--- config.mk ---
export PLATFORM = sky130hd
export DESIGN_NAME = i2c_mtx_core
export DESIGN_NICKNAME = d
export VERILOG_FILES = /design/src/rtl/i2cmt_pkg.sv /design/src/rtl/i2cmt_qtick.sv /design/src/rtl/i2cmt_busmon.sv /design/src/rtl/i2cmt_engine.sv /design/src/rtl/i2c_mtx_core.sv
export SDC_FILE = /design/constraint.sdc
export NUM_CORES = 1
export LEC_CHECK = 0
export ABC_CLOCK_PERIOD_IN_PS = 5300
export BUFFER_PORTS_ARGS = -buffer_cell sky130_fd_sc_hd__buf_4
export CORE_UTILIZATION = 35
export DETAILED_ROUTE_END_ITERATION = 6
export PLACE_DENSITY_LB_ADDON = 0.25
export SYNTH_ARGS = -nofsm -noshare
export SYNTH_HDL_FRONTEND = slang
export SYNTH_SLANG_ARGS = --single-unit
export TNS_END_PERCENT = 20
--- constraint.sdc ---
create_clock -name clk -period 5.3 [get_ports clk]
set_input_delay 0.265 -clock clk [delete_from_list [all_inputs] [get_ports clk]]
set_output_delay 0.265 -clock clk [all_outputs]
set_load 0.01 [all_outputs]
--- src/rtl/i2cmt_pkg.sv ---
package i2cmt_pkg;
  localparam int BYTE_W = 8;

  localparam logic [1:0] A_CTRL = 2'd0;
  localparam logic [1:0] A_DATA = 2'd1;
  localparam logic [1:0] A_STAT = 2'd2;
  localparam logic [1:0] A_DIV  = 2'd3;

  localparam int B_FLAG = 0;
  localparam int B_STO  = 1;
  localparam int B_STA  = 2;
  localparam int B_AUX  = 3;
  localparam int B_BUSY = 7;

  localparam logic [7:0] ST_START    = 8'h08;
  localparam logic [7:0] ST_RSTART   = 8'h10;
  localparam logic [7:0] ST_ADR_ACK  = 8'h18;
  localparam logic [7:0] ST_ADR_NACK = 8'h20;
  localparam logic [7:0] ST_DAT_ACK  = 8'h28;
  localparam logic [7:0] ST_DAT_NACK = 8'h30;
  localparam logic [7:0] ST_IDLE     = 8'hF8;

  typedef enum logic [2:0] {
    E_IDLE, E_START, E_HOLD, E_BYTE, E_RSTART, E_STOP
  } eng_st_t;

  // status code after the ninth clock of a byte
  function automatic logic [7:0] byte_status(input logic addr_phase, input logic nack);
    if (addr_phase) return nack ? ST_ADR_NACK : ST_ADR_ACK;
    return nack ? ST_DAT_NACK : ST_DAT_ACK;
  endfunction
endpackage

--- src/rtl/i2cmt_qtick.sv ---
module i2cmt_qtick #(
  parameter int DIV_W = 8
) (
  input  logic             clk,
  input  logic             rst_n,
  input  logic             run,
  input  logic [DIV_W-1:0] div,
  output logic             tick
);
  logic [DIV_W-1:0] cnt;

  assign tick = run && (cnt == div);

  always_ff @(posedge clk or negedge rst_n) begin
    if (!rst_n)           cnt <= '0;
    else if (!run || tick) cnt <= '0;
    else                  cnt <= cnt + DIV_W'(1);
  end

  // with a nonzero divider, quarter ticks are never adjacent
  a_r10_tick_gap: assert property (@(posedge clk) disable iff (!rst_n)
    (tick && div != '0 && $stable(div)) |=> !tick);
endmodule

--- src/rtl/i2cmt_busmon.sv ---
module i2cmt_busmon (
  input  logic clk,
  input  logic rst_n,
  input  logic scl_in,
  input  logic sda_in,
  output logic busy,
  output logic start_seen,
  output logic stop_seen
);
  logic scl_d, sda_d;

  assign start_seen = scl_d && scl_in && sda_d && !sda_in;
  assign stop_seen  = scl_d && scl_in && !sda_d && sda_in;

  always_ff @(posedge clk or negedge rst_n) begin
    if (!rst_n) begin
      scl_d <= 1'b1;
      sda_d <= 1'b1;
      busy  <= 1'b0;
    end else begin
      scl_d <= scl_in;
      sda_d <= sda_in;
      if (start_seen)     busy <= 1'b1;
      else if (stop_seen) busy <= 1'b0;
    end
  end

  a_r11_busy_on_start: assert property (@(posedge clk) disable iff (!rst_n)
    start_seen |=> busy);
  a_r11_free_on_stop: assert property (@(posedge clk) disable iff (!rst_n)
    stop_seen |=> !busy);
endmodule

--- src/rtl/i2cmt_engine.sv ---
module i2cmt_engine
  import i2cmt_pkg::*;
(
  input  logic              clk,
  input  logic              rst_n,
  input  logic              tick,
  input  logic              sta,
  input  logic              sto,
  input  logic              si,
  input  logic [BYTE_W-1:0] tx_byte,
  input  logic              bus_busy,
  input  logic              sda_in,
  output logic              run,
  output logic              scl_drv,
  output logic              sda_drv,
  output logic              set_si,
  output logic              clr_sta,
  output logic              clr_sto,
  output logic              stat_load,
  output logic [7:0]        stat_code
);
  eng_st_t           st;
  logic [1:0]        q;
  logic [3:0]        bitn;
  logic [BYTE_W-1:0] sh;
  logic              addr_ph;

  // named events
  logic fin, done_start, done_rst, done_byte, done_stop;
  assign fin        = tick && (q == 2'd3);
  assign done_start = (st == E_START)  && fin;
  assign done_rst   = (st == E_RSTART) && fin;
  assign done_byte  = (st == E_BYTE)   && fin && (bitn == 4'd8);
  assign done_stop  = (st == E_STOP)   && fin;

  assign run       = (st == E_START) || (st == E_BYTE) || (st == E_RSTART) || (st == E_STOP);
  assign set_si    = done_start || done_rst || done_byte;
  assign clr_sta   = done_start || done_rst;
  assign clr_sto   = done_stop;
  assign stat_load = set_si || done_stop;
  assign stat_code = done_start ? ST_START :
                     done_rst   ? ST_RSTART :
                     done_byte  ? byte_status(addr_ph, sda_in) : ST_IDLE;

  always_ff @(posedge clk or negedge rst_n) begin
    if (!rst_n) begin
      st      <= E_IDLE;
      q       <= '0;
      bitn    <= '0;
      sh      <= '0;
      addr_ph <= 1'b0;
      scl_drv <= 1'b0;
      sda_drv <= 1'b0;
    end else begin
      case (st)
        E_IDLE: if (sta && !si && !bus_busy) begin
          st <= E_START;
          q  <= '0;
        end
        E_START: if (tick) begin
          q <= q + 2'd1;
          case (q)
            2'd0: sda_drv <= 1'b1;
            2'd2: scl_drv <= 1'b1;
            2'd3: begin st <= E_HOLD; addr_ph <= 1'b1; end
            default: ;
          endcase
        end
        E_HOLD: if (!si) begin
          q <= '0;
          if (sta)      st <= E_RSTART;
          else if (sto) st <= E_STOP;
          else begin
            st   <= E_BYTE;
            sh   <= tx_byte;
            bitn <= '0;
          end
        end
        E_BYTE: if (tick) begin
          q <= q + 2'd1;
          case (q)
            2'd0: sda_drv <= (bitn == 4'd8) ? 1'b0 : ~sh[BYTE_W-1];
            2'd1: scl_drv <= 1'b0;
            2'd3: begin
              scl_drv <= 1'b1;
              if (bitn == 4'd8) begin
                st      <= E_HOLD;
                addr_ph <= 1'b0;
              end else begin
                bitn <= bitn + 4'd1;
                sh   <= {sh[BYTE_W-2:0], 1'b0};
              end
            end
            default: ;
          endcase
        end
        E_RSTART: if (tick) begin
          q <= q + 2'd1;
          case (q)
            2'd0: sda_drv <= 1'b0;
            2'd1: scl_drv <= 1'b0;
            2'd2: sda_drv <= 1'b1;
            default: begin scl_drv <= 1'b1; st <= E_HOLD; addr_ph <= 1'b1; end
          endcase
        end
        E_STOP: if (tick) begin
          q <= q + 2'd1;
          case (q)
            2'd0: sda_drv <= 1'b1;
            2'd1: scl_drv <= 1'b0;
            2'd2: sda_drv <= 1'b0;
            default: st <= E_IDLE;
          endcase
        end
        default: st <= E_IDLE;
      endcase
    end
  end

  // inside a byte SDA moves only while SCL is pulled low
  a_r5_sda_moves_scl_low: assert property (@(posedge clk) disable iff (!rst_n)
    (st == E_BYTE && !$stable(sda_drv)) |-> scl_drv);
  // a parked engine with the flag set leaves both lines alone
  a_r4_hold_quiet: assert property (@(posedge clk) disable iff (!rst_n)
    (st == E_HOLD && si) |=> ($stable(scl_drv) && $stable(sda_drv)));
endmodule

--- src/rtl/i2c_mtx_core.sv ---
module i2c_mtx_core
  import i2cmt_pkg::*;
#(
  parameter int              DIV_W   = 8,
  parameter logic [DIV_W-1:0] DIV_RST = DIV_W'(4)
) (
  input  logic       clk,
  input  logic       rst_n,
  input  logic       reg_wr,
  input  logic [1:0] reg_addr,
  input  logic [7:0] reg_wdata,
  output logic [7:0] reg_rdata,
  input  logic       scl_in,
  input  logic       sda_in,
  output logic       scl_oe,
  output logic       sda_oe
);
  logic             si_q, sta_q, sto_q, aux_q;
  logic [7:0]       data_q, status_q;
  logic [DIV_W-1:0] div_q;

  logic run, tick, busy, start_seen, stop_seen;
  logic set_si, clr_sta, clr_sto, stat_load;
  logic [7:0] stat_code;

  i2cmt_qtick #(.DIV_W(DIV_W)) u_tick (
    .clk(clk), .rst_n(rst_n), .run(run), .div(div_q), .tick(tick)
  );

  i2cmt_busmon u_mon (
    .clk(clk), .rst_n(rst_n), .scl_in(scl_in), .sda_in(sda_in),
    .busy(busy), .start_seen(start_seen), .stop_seen(stop_seen)
  );

  i2cmt_engine u_eng (
    .clk(clk), .rst_n(rst_n), .tick(tick), .sta(sta_q), .sto(sto_q), .si(si_q),
    .tx_byte(data_q), .bus_busy(busy), .sda_in(sda_in), .run(run),
    .scl_drv(scl_oe), .sda_drv(sda_oe), .set_si(set_si), .clr_sta(clr_sta),
    .clr_sto(clr_sto), .stat_load(stat_load), .stat_code(stat_code)
  );

  always_ff @(posedge clk or negedge rst_n) begin
    if (!rst_n) begin
      si_q     <= 1'b0;
      sta_q    <= 1'b0;
      sto_q    <= 1'b0;
      aux_q    <= 1'b0;
      data_q   <= '0;
      status_q <= ST_IDLE;
      div_q    <= DIV_RST;
    end else begin
      if (reg_wr) begin
        case (reg_addr)
          A_CTRL: begin
            sta_q <= reg_wdata[B_STA];
            sto_q <= reg_wdata[B_STO];
            aux_q <= reg_wdata[B_AUX];
            si_q  <= si_q & reg_wdata[B_FLAG];
          end
          A_DATA:  data_q <= reg_wdata;
          A_DIV:   div_q  <= reg_wdata[DIV_W-1:0];
          default: ;
        endcase
      end
      if (clr_sta)   sta_q    <= 1'b0;
      if (clr_sto)   sto_q    <= 1'b0;
      if (set_si)    si_q     <= 1'b1;
      if (stat_load) status_q <= stat_code;
    end
  end

  always_comb begin
    case (reg_addr)
      A_CTRL:  reg_rdata = {busy, 3'b000, aux_q, sta_q, sto_q, si_q};
      A_DATA:  reg_rdata = data_q;
      A_STAT:  reg_rdata = status_q;
      default: reg_rdata = 8'(div_q);
    endcase
  end

  // the flag always comes with SCL held low
  a_r4_flag_holds_scl: assert property (@(posedge clk) disable iff (!rst_n)
    si_q |-> scl_oe);
  // a freshly raised flag carries one of the event codes
  a_r2_code_with_flag: assert property (@(posedge clk) disable iff (!rst_n)
    $rose(si_q) |-> (status_q == ST_START || status_q == ST_RSTART ||
                     status_q == ST_ADR_ACK || status_q == ST_ADR_NACK ||
                     status_q == ST_DAT_ACK || status_q == ST_DAT_NACK));
  // after the STOP completes the bus is released and the status idle
  a_r8_stop_releases: assert property (@(posedge clk) disable iff (!rst_n)
    clr_sto |=> (status_q == ST_IDLE && !scl_oe && !sda_oe && !si_q));
  // a control write never sets the flag
  a_r12_flag_only_clears: assert property (@(posedge clk) disable iff (!rst_n)
    (reg_wr && reg_addr == A_CTRL && !si_q && !set_si) |=> !si_q);
endmodule

==> summary.txt, run 1 <==
Status
  – Outcome: finished with violations
  – Violated checks: negative hold slack

Clocking
  – Longest Clk Path Bufs: 2
  – Clock-pin slew on the worst setup and hold paths: 0.09 ns
  – CTS tree: yes
  – Post CTS Setup Buffer Count: 0
  – CTS sink count: 55
  – TritonCTS buffer count: 5
  – Buffer cell driving the clock tree root: sky130_fd_sc_hd__clkbuf_8
  – Level count of the clock H-tree: 2
  – Post-cts sizing count: 0
  – Number of buffers inserted by hold repair at cts: 0
  – Latest clock arrival within the worst-skew pair: 0.31 ns

Floorplan
  – Effective utilization at floorplan: 0.367
  – Die extent in y: 95.5 um
  – Die area: 0.00912 mm2
  – # rows: 33
  – Core region area: 0.00834 mm2
  – I/O pins: 25
  – Chip width: 95.5 um

Placement
  – Detailed placement HPWL: 4970 um
  – Number of buffer cells added on primary ports: 24
  – Last weighted congestion value of the routability-driven placer: 0.841

Synth
  – Number of synthesis warnings: 0
  – Share of the yosys chip area belonging to registers: 0.453
  – Number of synthesized register bits: 55
  – Share of synthesized flip-flops with an asynchronous set or reset: 1.00
  – Dominant register cell in the synthesized netlist: sky130_fd_sc_hd__dfrtp_1
  – Post-synthesis instance total: 274
  – Post-synthesis instance area: 0.00306 mm2
  – Number of unique standard cell types used by synthesis: 52
  – Per-instance average area after synthesis: 11.2 um2
  – Number of enable-type register cells in the synthesized netlist: 0
  – Synth Net Count: 297

Timing
  – Final setup violating endpoints: 0
  – Maximum clock frequency: 435 MHz
  – Worst Skew: 0.0111 ns
  – Total Negative Setup Slacks: 0 ns
  – Tcrit/Tclk final: 0.434
  – Final hold slack: -0.00689 ns
  – Final hold viol count: 6
  – RSZ-0062 raised after global routing: false
  – Final-report max-slew violation count: 0
  – Final critical-path required period: 2.30 ns
  – Remaining max-slew budget at the tightest pin: 0.532
  – Transition time of the tightest slew-check pin: 0.702 ns

Global routing
  – Antenna violations before repair: 0
  – Largest net degree at the start of global routing: 56
  – GRT Residual Overflow: 0
  – Via count of the first global-routing pass: 2093
  – GR Util All Layers: 0.163
  – Wire length of the first global-routing pass: 11200 um

Min path
  – Tightest Hold Check Type: input port to asynchronous set/reset pin

Critical path
  – Start-to-end type of the worst setup path: flip-flop to flip-flop
  – CP Data Arrival Time: 2.50 ns
  – Largest fanout of any net on the critical path: 17
  – Type of element capturing the critical path: flip-flop
  – Required time of the worst setup path: 5.50 ns
  – Kind of launch point of the worst setup path: flip-flop

Flow run
  – Maximum Capacitance Violations: 0

Route
  – Initial DRC Count: 97
  – DRC: 0
  – Total via count after detailed routing: 2142
  – Post-route antenna net violation count: 0
  – Count of TritonRoute iterations in the first routing pass: 4
  – Per-cell via count in the routed design: 5.32
  – DRT Wirelength: 6740 um
  – Routed len/inst: 16.7 um

Layout
  – Area growth from synthesis to layout: 12.1%
  – Fraction of the core area covered by cells at the end of the flow: 0.411
  – Fraction of final layout cells with drive strength greater than 1: 0.305
  – Antenna cells: 0
  – Total Nets Final: 320

Power
  – Pwr/cell area: 343 mW/mm2
  – VDD IR max: 0.000200 V
  – Pwr Total: 0.00118 W
  – Lkg Pwr: 1.46 nW
metrics by stage:
step / area, um2 / worst slack (ns) / std cells
2_1_floorplan: 3060 / 3.51 / 274
3_3_place_gp: 3340 / 3.08 / 395
3_5_place_dp: 3340 / 3.02 / 395
4_1_cts: 3430 / 2.99 / 403
5_1_grt: 3430 / 2.77 / 403
6_report: 3430 / 3.00 / 403
worst paths after layout:
check | start | slack, ns | cells after the start | to
max | u_eng.st[2] | 3.00 | 4 | u_eng.sda_drv
min | rst_n | -0.007 | 1 | data_q[6]
max reg2reg | u_eng.st[2] | 3.00 | 4 | u_eng.sda_drv
min reg2reg | u_eng.sh[0] | 0.50 | 1 | u_eng.sh[0]
max in group asynchronous | rst_n | 4.83 | 1 | u_eng.st[2]
min in group clk | scl_in | 0.07 | 1 | u_mon.scl_d
cells by family after synthesis:
logic type	share of synthesized area
simple gates	0.123
compound gates	0.132
flops	0.453
mux	0.177
buf+inv	0.0274
xor+xnor	0.0556
fa+ha+maj	0.0327
state kept, by name, summed over array words and instances (netlist names):
name and flops:
u_mon.scl_d 1, div_q 8, u_eng.st 3, u_eng.bitn 4
si_q 1, sto_q 1, u_eng.sda_drv 1, u_mon.busy 1
u_eng.sh 8, data_q 8, sta_q 1, u_tick.cnt 8
u_mon.sda_d 1, u_eng.addr_ph 1, u_eng.scl_drv 1, status_q 4
u_eng.q 2, aux_q 1
per-layer routing:
metal / part of all wire / up-vias / global-route usage
li1: - / 1037 / -
met1: 0.49 / 1062 / 0.225
met2: 0.48 / 37 / 0.263
met3: 0.025 / 6 / 0.0239
met4: 0.010 / 0 / 0.0498
met5: 0 / - / 0
Yosys cell counts (2+ instances only):
master | count | area (um2)
sky130_fd_sc_hd__nor4_1 | 2 | 12.5
sky130_fd_sc_hd__inv_1 | 12 | 45.0
sky130_fd_sc_hd__mux2i_1 | 9 | 90.1
sky130_fd_sc_hd__o21ai_0 | 17 | 85.1
sky130_fd_sc_hd__nand2_1 | 8 | 30.0
sky130_fd_sc_hd__nor3_1 | 5 | 25.0
sky130_fd_sc_hd__a22o_1 | 4 | 35.0
sky130_fd_sc_hd__xnor2_2 | 4 | 65.1
sky130_fd_sc_hd__mux2_2 | 36 | 405
sky130_fd_sc_hd__dfstp_2 | 7 | 184
sky130_fd_sc_hd__ha_1 | 8 | 100
sky130_fd_sc_hd__and3_1 | 2 | 12.5
sky130_fd_sc_hd__xnor2_1 | 7 | 61.3
sky130_fd_sc_hd__nand3_1 | 14 | 70.1
sky130_fd_sc_hd__a21o_1 | 2 | 15.0
sky130_fd_sc_hd__mux4_2 | 2 | 45.0
sky130_fd_sc_hd__a31oi_1 | 5 | 31.3
sky130_fd_sc_hd__a21oi_1 | 11 | 55.1
sky130_fd_sc_hd__and2_1 | 2 | 12.5
sky130_fd_sc_hd__o22ai_1 | 4 | 25.0
sky130_fd_sc_hd__nand2b_1 | 5 | 31.3
sky130_fd_sc_hd__dfrtp_1 | 48 | 1200
sky130_fd_sc_hd__o221ai_1 | 2 | 17.5
sky130_fd_sc_hd__nor2_1 | 18 | 67.6
sky130_fd_sc_hd__nor2b_1 | 2 | 12.5
sky130_fd_sc_hd__buf_2 | 4 | 20.0
sky130_fd_sc_hd__xor2_1 | 5 | 43.8
sky130_fd_sc_hd__nor2_2 | 2 | 12.5
sky130_fd_sc_hd__clkbuf_1 | 4 | 15.0
power breakdown:
group | internal [W] | switching, W | total, W
sequential | 0.000496 | 0.0000946 | 0.000591
clock | 0.000108 | 0.000135 | 0.000244
combinational | 0.000179 | 0.000162 | 0.000342
area by class of cell:
class | count | area [um2]
fillers | 816 | 4910
multi-input cells | 198 | 1590
flip-flops and latches | 55 | 1390
repair buffers | 24 | 180
well taps | 105 | 131
clock buffers | 7 | 86.3
inverters | 13 | 48.8
clock inverters | 1 | 8.76
placed cells by master, fill, tap and decap left out, types with 2 or more instances in the layout:
cell type | Yosys | routed
sky130_fd_sc_hd__xor2_1 | 5 | 5
sky130_fd_sc_hd__nand3_1 | 14 | 14
sky130_fd_sc_hd__ha_1 | 8 | 8
sky130_fd_sc_hd__a21oi_1 | 11 | 11
sky130_fd_sc_hd__mux4_2 | 2 | 2
sky130_fd_sc_hd__a31oi_1 | 5 | 5
sky130_fd_sc_hd__a21o_1 | 2 | 2
sky130_fd_sc_hd__inv_1 | 12 | 12
sky130_fd_sc_hd__o21ai_0 | 17 | 17
sky130_fd_sc_hd__and3_1 | 2 | 2
sky130_fd_sc_hd__nor3_1 | 5 | 5
sky130_fd_sc_hd__nor4_1 | 2 | 2
sky130_fd_sc_hd__mux2_2 | 36 | 36
sky130_fd_sc_hd__nand2b_1 | 5 | 5
sky130_fd_sc_hd__dfrtp_1 | 48 | 48
sky130_fd_sc_hd__o221ai_1 | 2 | 2
sky130_fd_sc_hd__nand2_1 | 8 | 8
sky130_fd_sc_hd__a22o_1 | 4 | 4
sky130_fd_sc_hd__mux2i_1 | 9 | 9
sky130_fd_sc_hd__nor2_1 | 18 | 18
sky130_fd_sc_hd__xnor2_2 | 4 | 4
sky130_fd_sc_hd__clkbuf_8 | 0 | 6
sky130_fd_sc_hd__nor2b_1 | 2 | 2
sky130_fd_sc_hd__and2_1 | 2 | 2
sky130_fd_sc_hd__o22ai_1 | 4 | 4
sky130_fd_sc_hd__nor2_2 | 2 | 2
sky130_fd_sc_hd__xnor2_1 | 7 | 7
sky130_fd_sc_hd__buf_4 | 0 | 24
sky130_fd_sc_hd__dfstp_2 | 7 | 7
critical path: stages, from the launching register on:
cell	delay [ns]
sky130_fd_sc_hd__dfrtp_1	0.64
sky130_fd_sc_hd__nor2b_1	0.53
sky130_fd_sc_hd__nor2_1	0.20
sky130_fd_sc_hd__nor4_1	0.43
sky130_fd_sc_hd__mux2_2	0.39
(Power assumes the default switching activity.)
==> run 2: changes to the inputs <==
--- a/config.mk
+++ b/config.mk
@@ -5,7 +5,7 @@
 export SDC_FILE = /design/constraint.sdc
 export NUM_CORES = 1
 export LEC_CHECK = 0
-export ABC_CLOCK_PERIOD_IN_PS = 5300
+export ABC_CLOCK_PERIOD_IN_PS = 2270
 export BUFFER_PORTS_ARGS = -buffer_cell sky130_fd_sc_hd__buf_4
 export CORE_UTILIZATION = 35
 export DETAILED_ROUTE_END_ITERATION = 6
==> constraint.sdc (replaced) <==
create_clock -name clk -period 2.27 [get_ports clk]
set_input_delay 0.1135 -clock clk [delete_from_list [all_inputs] [get_ports clk]]
set_output_delay 0.1135 -clock clk [all_outputs]
set_load 0.01 [all_outputs]
==> run 2 against run 1 <==
  * The flow now finishes without violations
  * Sequential share of layout area down 0.99 points
  * Count of clock-buffer cells in the layout did not move
  * Via count grew 1.5%
  * Critical path type unchanged
  * Critical endpoint is now u_eng.sh[2]
==> summary.txt, run 2 (synthesized netlist as in run 1, its figures left out) <==
Layout
  – Reg area: 0.00139 mm2
  – Number of filler instances in the final layout: 814
  – Antenna cells: 0
  – Commonest non-fill, non-tap cell in the layout: sky130_fd_sc_hd__dfrtp_1
  – Area of the multi-input gates: 0.00159 mm2
  – Area growth from synthesis to layout: 15.0%
  – Top library cells by usage in the layout, fill and taps aside: sky130_fd_sc_hd__dfrtp_1, sky130_fd_sc_hd__mux2_2, sky130_fd_sc_hd__buf_4
  – Fraction of final layout cells with drive strength greater than 1: 0.320
  – Total Nets Final: 331

Timing
  – Worst Skew: 0.0102 ns
  – Tcrit/Tclk final: 0.880
  – Transition time of the tightest slew-check pin: 0.705 ns
  – Final critical-path required period: 2.00 ns
  – Final hold slack: 0.0479 ns
  – Final-report max-slew violation count: 0
  – Final hold viol count: 0
  – Maximum clock frequency: 501 MHz
  – Total Negative Setup Slacks: 0 ns
  – Final setup violating endpoints: 0
  – Remaining max-slew budget at the tightest pin: 0.530
  – RSZ-0062 raised after global routing: false

Clocking
  – Latest clock arrival within the worst-skew pair: 0.30 ns
  – Post CTS Setup Buffer Count: 0
  – CTS sink count: 55
  – TritonCTS buffer count: 5
  – Level count of the clock H-tree: 2
  – CTS tree: yes
  – Buffer cell driving the clock tree root: sky130_fd_sc_hd__clkbuf_8
  – Longest Clk Path Bufs: 2
  – Clock-pin slew on the worst setup and hold paths: 0.10 ns

Critical path
  – Buffers & Inverters on Critical Path: 0
  – Required time of the worst setup path: 2.46 ns
  – Cell family with the largest share of critical-path delay: simple AND/OR/NAND/NOR gates
  – Critical-path top delay cell: sky130_fd_sc_hd__dfrtp_1
  – Crit path cell chain: xnor2_1 > nand4_2 > nor2_2 > o21ai_4 > mux2_2
  – Start-to-end type of the worst setup path: flip-flop to flip-flop
  – Type of element capturing the critical path: flip-flop
  – Largest stage delay, worst path: 0.46 ns
  – Kind of launch point of the worst setup path: flip-flop
  – CP Data Arrival Time: 2.19 ns
  – Largest fanout of any net on the critical path: 10

Floorplan
  – Die area: 0.00912 mm2
  – Core region area: 0.00834 mm2
  – # rows: 33
  – I/O pins: 25
  – Die extent in y: 95.5 um
  – Chip width: 95.5 um
  – Effective utilization at floorplan: 0.367

Flow run
  – Maximum Capacitance Violations: 0

Global routing
  – GRT Residual Overflow: 0
  – GR Util All Layers: 0.166
  – Antenna violations before repair: 0
  – Largest net degree at the start of global routing: 56
  – Wire length of the first global-routing pass: 11400 um
  – Via count of the first global-routing pass: 2234

Power
  – Lkg Pwr: 1.51 nW
  – VDD IR max: 0.000453 V
  – Pwr/cell area: 778 mW/mm2

Route
  – Total via count after detailed routing: 2174
  – Per-cell via count in the routed design: 5.25
  – Initial DRC Count: 159
  – Count of TritonRoute iterations in the first routing pass: 4
  – DRT Wirelength: 6830 um
  – DRC: 0
  – Routed len/inst: 16.5 um
  – Post-route antenna net violation count: 0

Placement
  – Detailed placement HPWL: 5040 um
  – Number of buffer cells added on primary ports: 24
  – Last weighted congestion value of the routability-driven placer: 0.834

Min path
  – Tightest Hold Check Type: input port to flip-flop

Status
  – Outcome: finished, final reports clean
==> run 2: changes by cell type in the layout (fill, tap and decap cells not counted), sizes merged <==
| cell | change |
|---|---|
| buf | +8 |
| clkinv | +1 |
| dlygate4sd3 | +3 |
| inv | -1 |
==> run 2: final timing paths <==
kind / from / end / slack, ns / depth (start not counted)
hold reg to reg: u_eng.sda_drv / u_eng.sda_drv / 0.52 / 1
setup reg to reg: u_tick.cnt[0] / u_eng.sh[2] / 0.27 / 5
setup / recovery: u_tick.cnt[0] / u_eng.sh[2] / 0.27 / 5
hold / removal: reg_wdata[4] / div_q[4] / 0.05 / 2
min in group asynchronous: rst_n / u_tick.cnt[6] / 0.39 / 2
max in group asynchronous: rst_n / div_q[0] / 1.41 / 2
==> run 2: timing repair <==
action | in CTS | in global routing
endpoints found under the hold margin | 50 | 0
gates resized for setup | 0 | 0
hold buffers | 3 | 0
setup endpoints to repair | 0 | 0
==> run 2: report_power, final <==
part           total, W  switching, W  internal [W]
sequential      0.00138      0.000220       0.00116
clock          0.000555      0.000308      0.000247
combinational  0.000803      0.000379      0.000424
total           0.00274      0.000907       0.00183
==> run 2: worst reg2reg max path, cell delays in order (launching register included) <==
cell                      delay [ns]
sky130_fd_sc_hd__dfrtp_1        0.46
sky130_fd_sc_hd__xnor2_1        0.21
sky130_fd_sc_hd__nand4_2        0.29
sky130_fd_sc_hd__nor2_2         0.43
sky130_fd_sc_hd__o21ai_4        0.18
sky130_fd_sc_hd__mux2_2         0.31
==> run 2: layer usage <==
metal / GRT usage / vias to the layer above / wire (um)
met2: 0.274 / 32 / 3370
met3: 0.0239 / 7 / 152
met1: 0.228 / 1065 / 3240
met5: 0 / - / 0
li1: - / 1070 / -
met4: 0.0410 / 0 / 68
==> run 2: layout make-up <==
type | instances | area share
multi-input cells | 198 | 0.452
repair buffers | 35 | 0.0768
well taps | 105 | 0.0374
clock buffers | 7 | 0.0245
clock inverters | 1 | 0.00142
inverters | 13 | 0.0139
flip-flops and latches | 55 | 0.394
==> run 2: metrics by stage <==
step	cells	worst slack, ns	utilization	cell area, um2	power, W
CTS	414	0.257	0.422	3520	0.00278
finish	414	0.272	0.422	3520	0.00274
floorplan	274	0.484	-	3060	0.00194
global placement	403	0.333	0.407	3400	0.00218
detailed placement	403	0.297	0.407	3400	0.00221
global route	414	0.0899	0.422	3520	0.00293
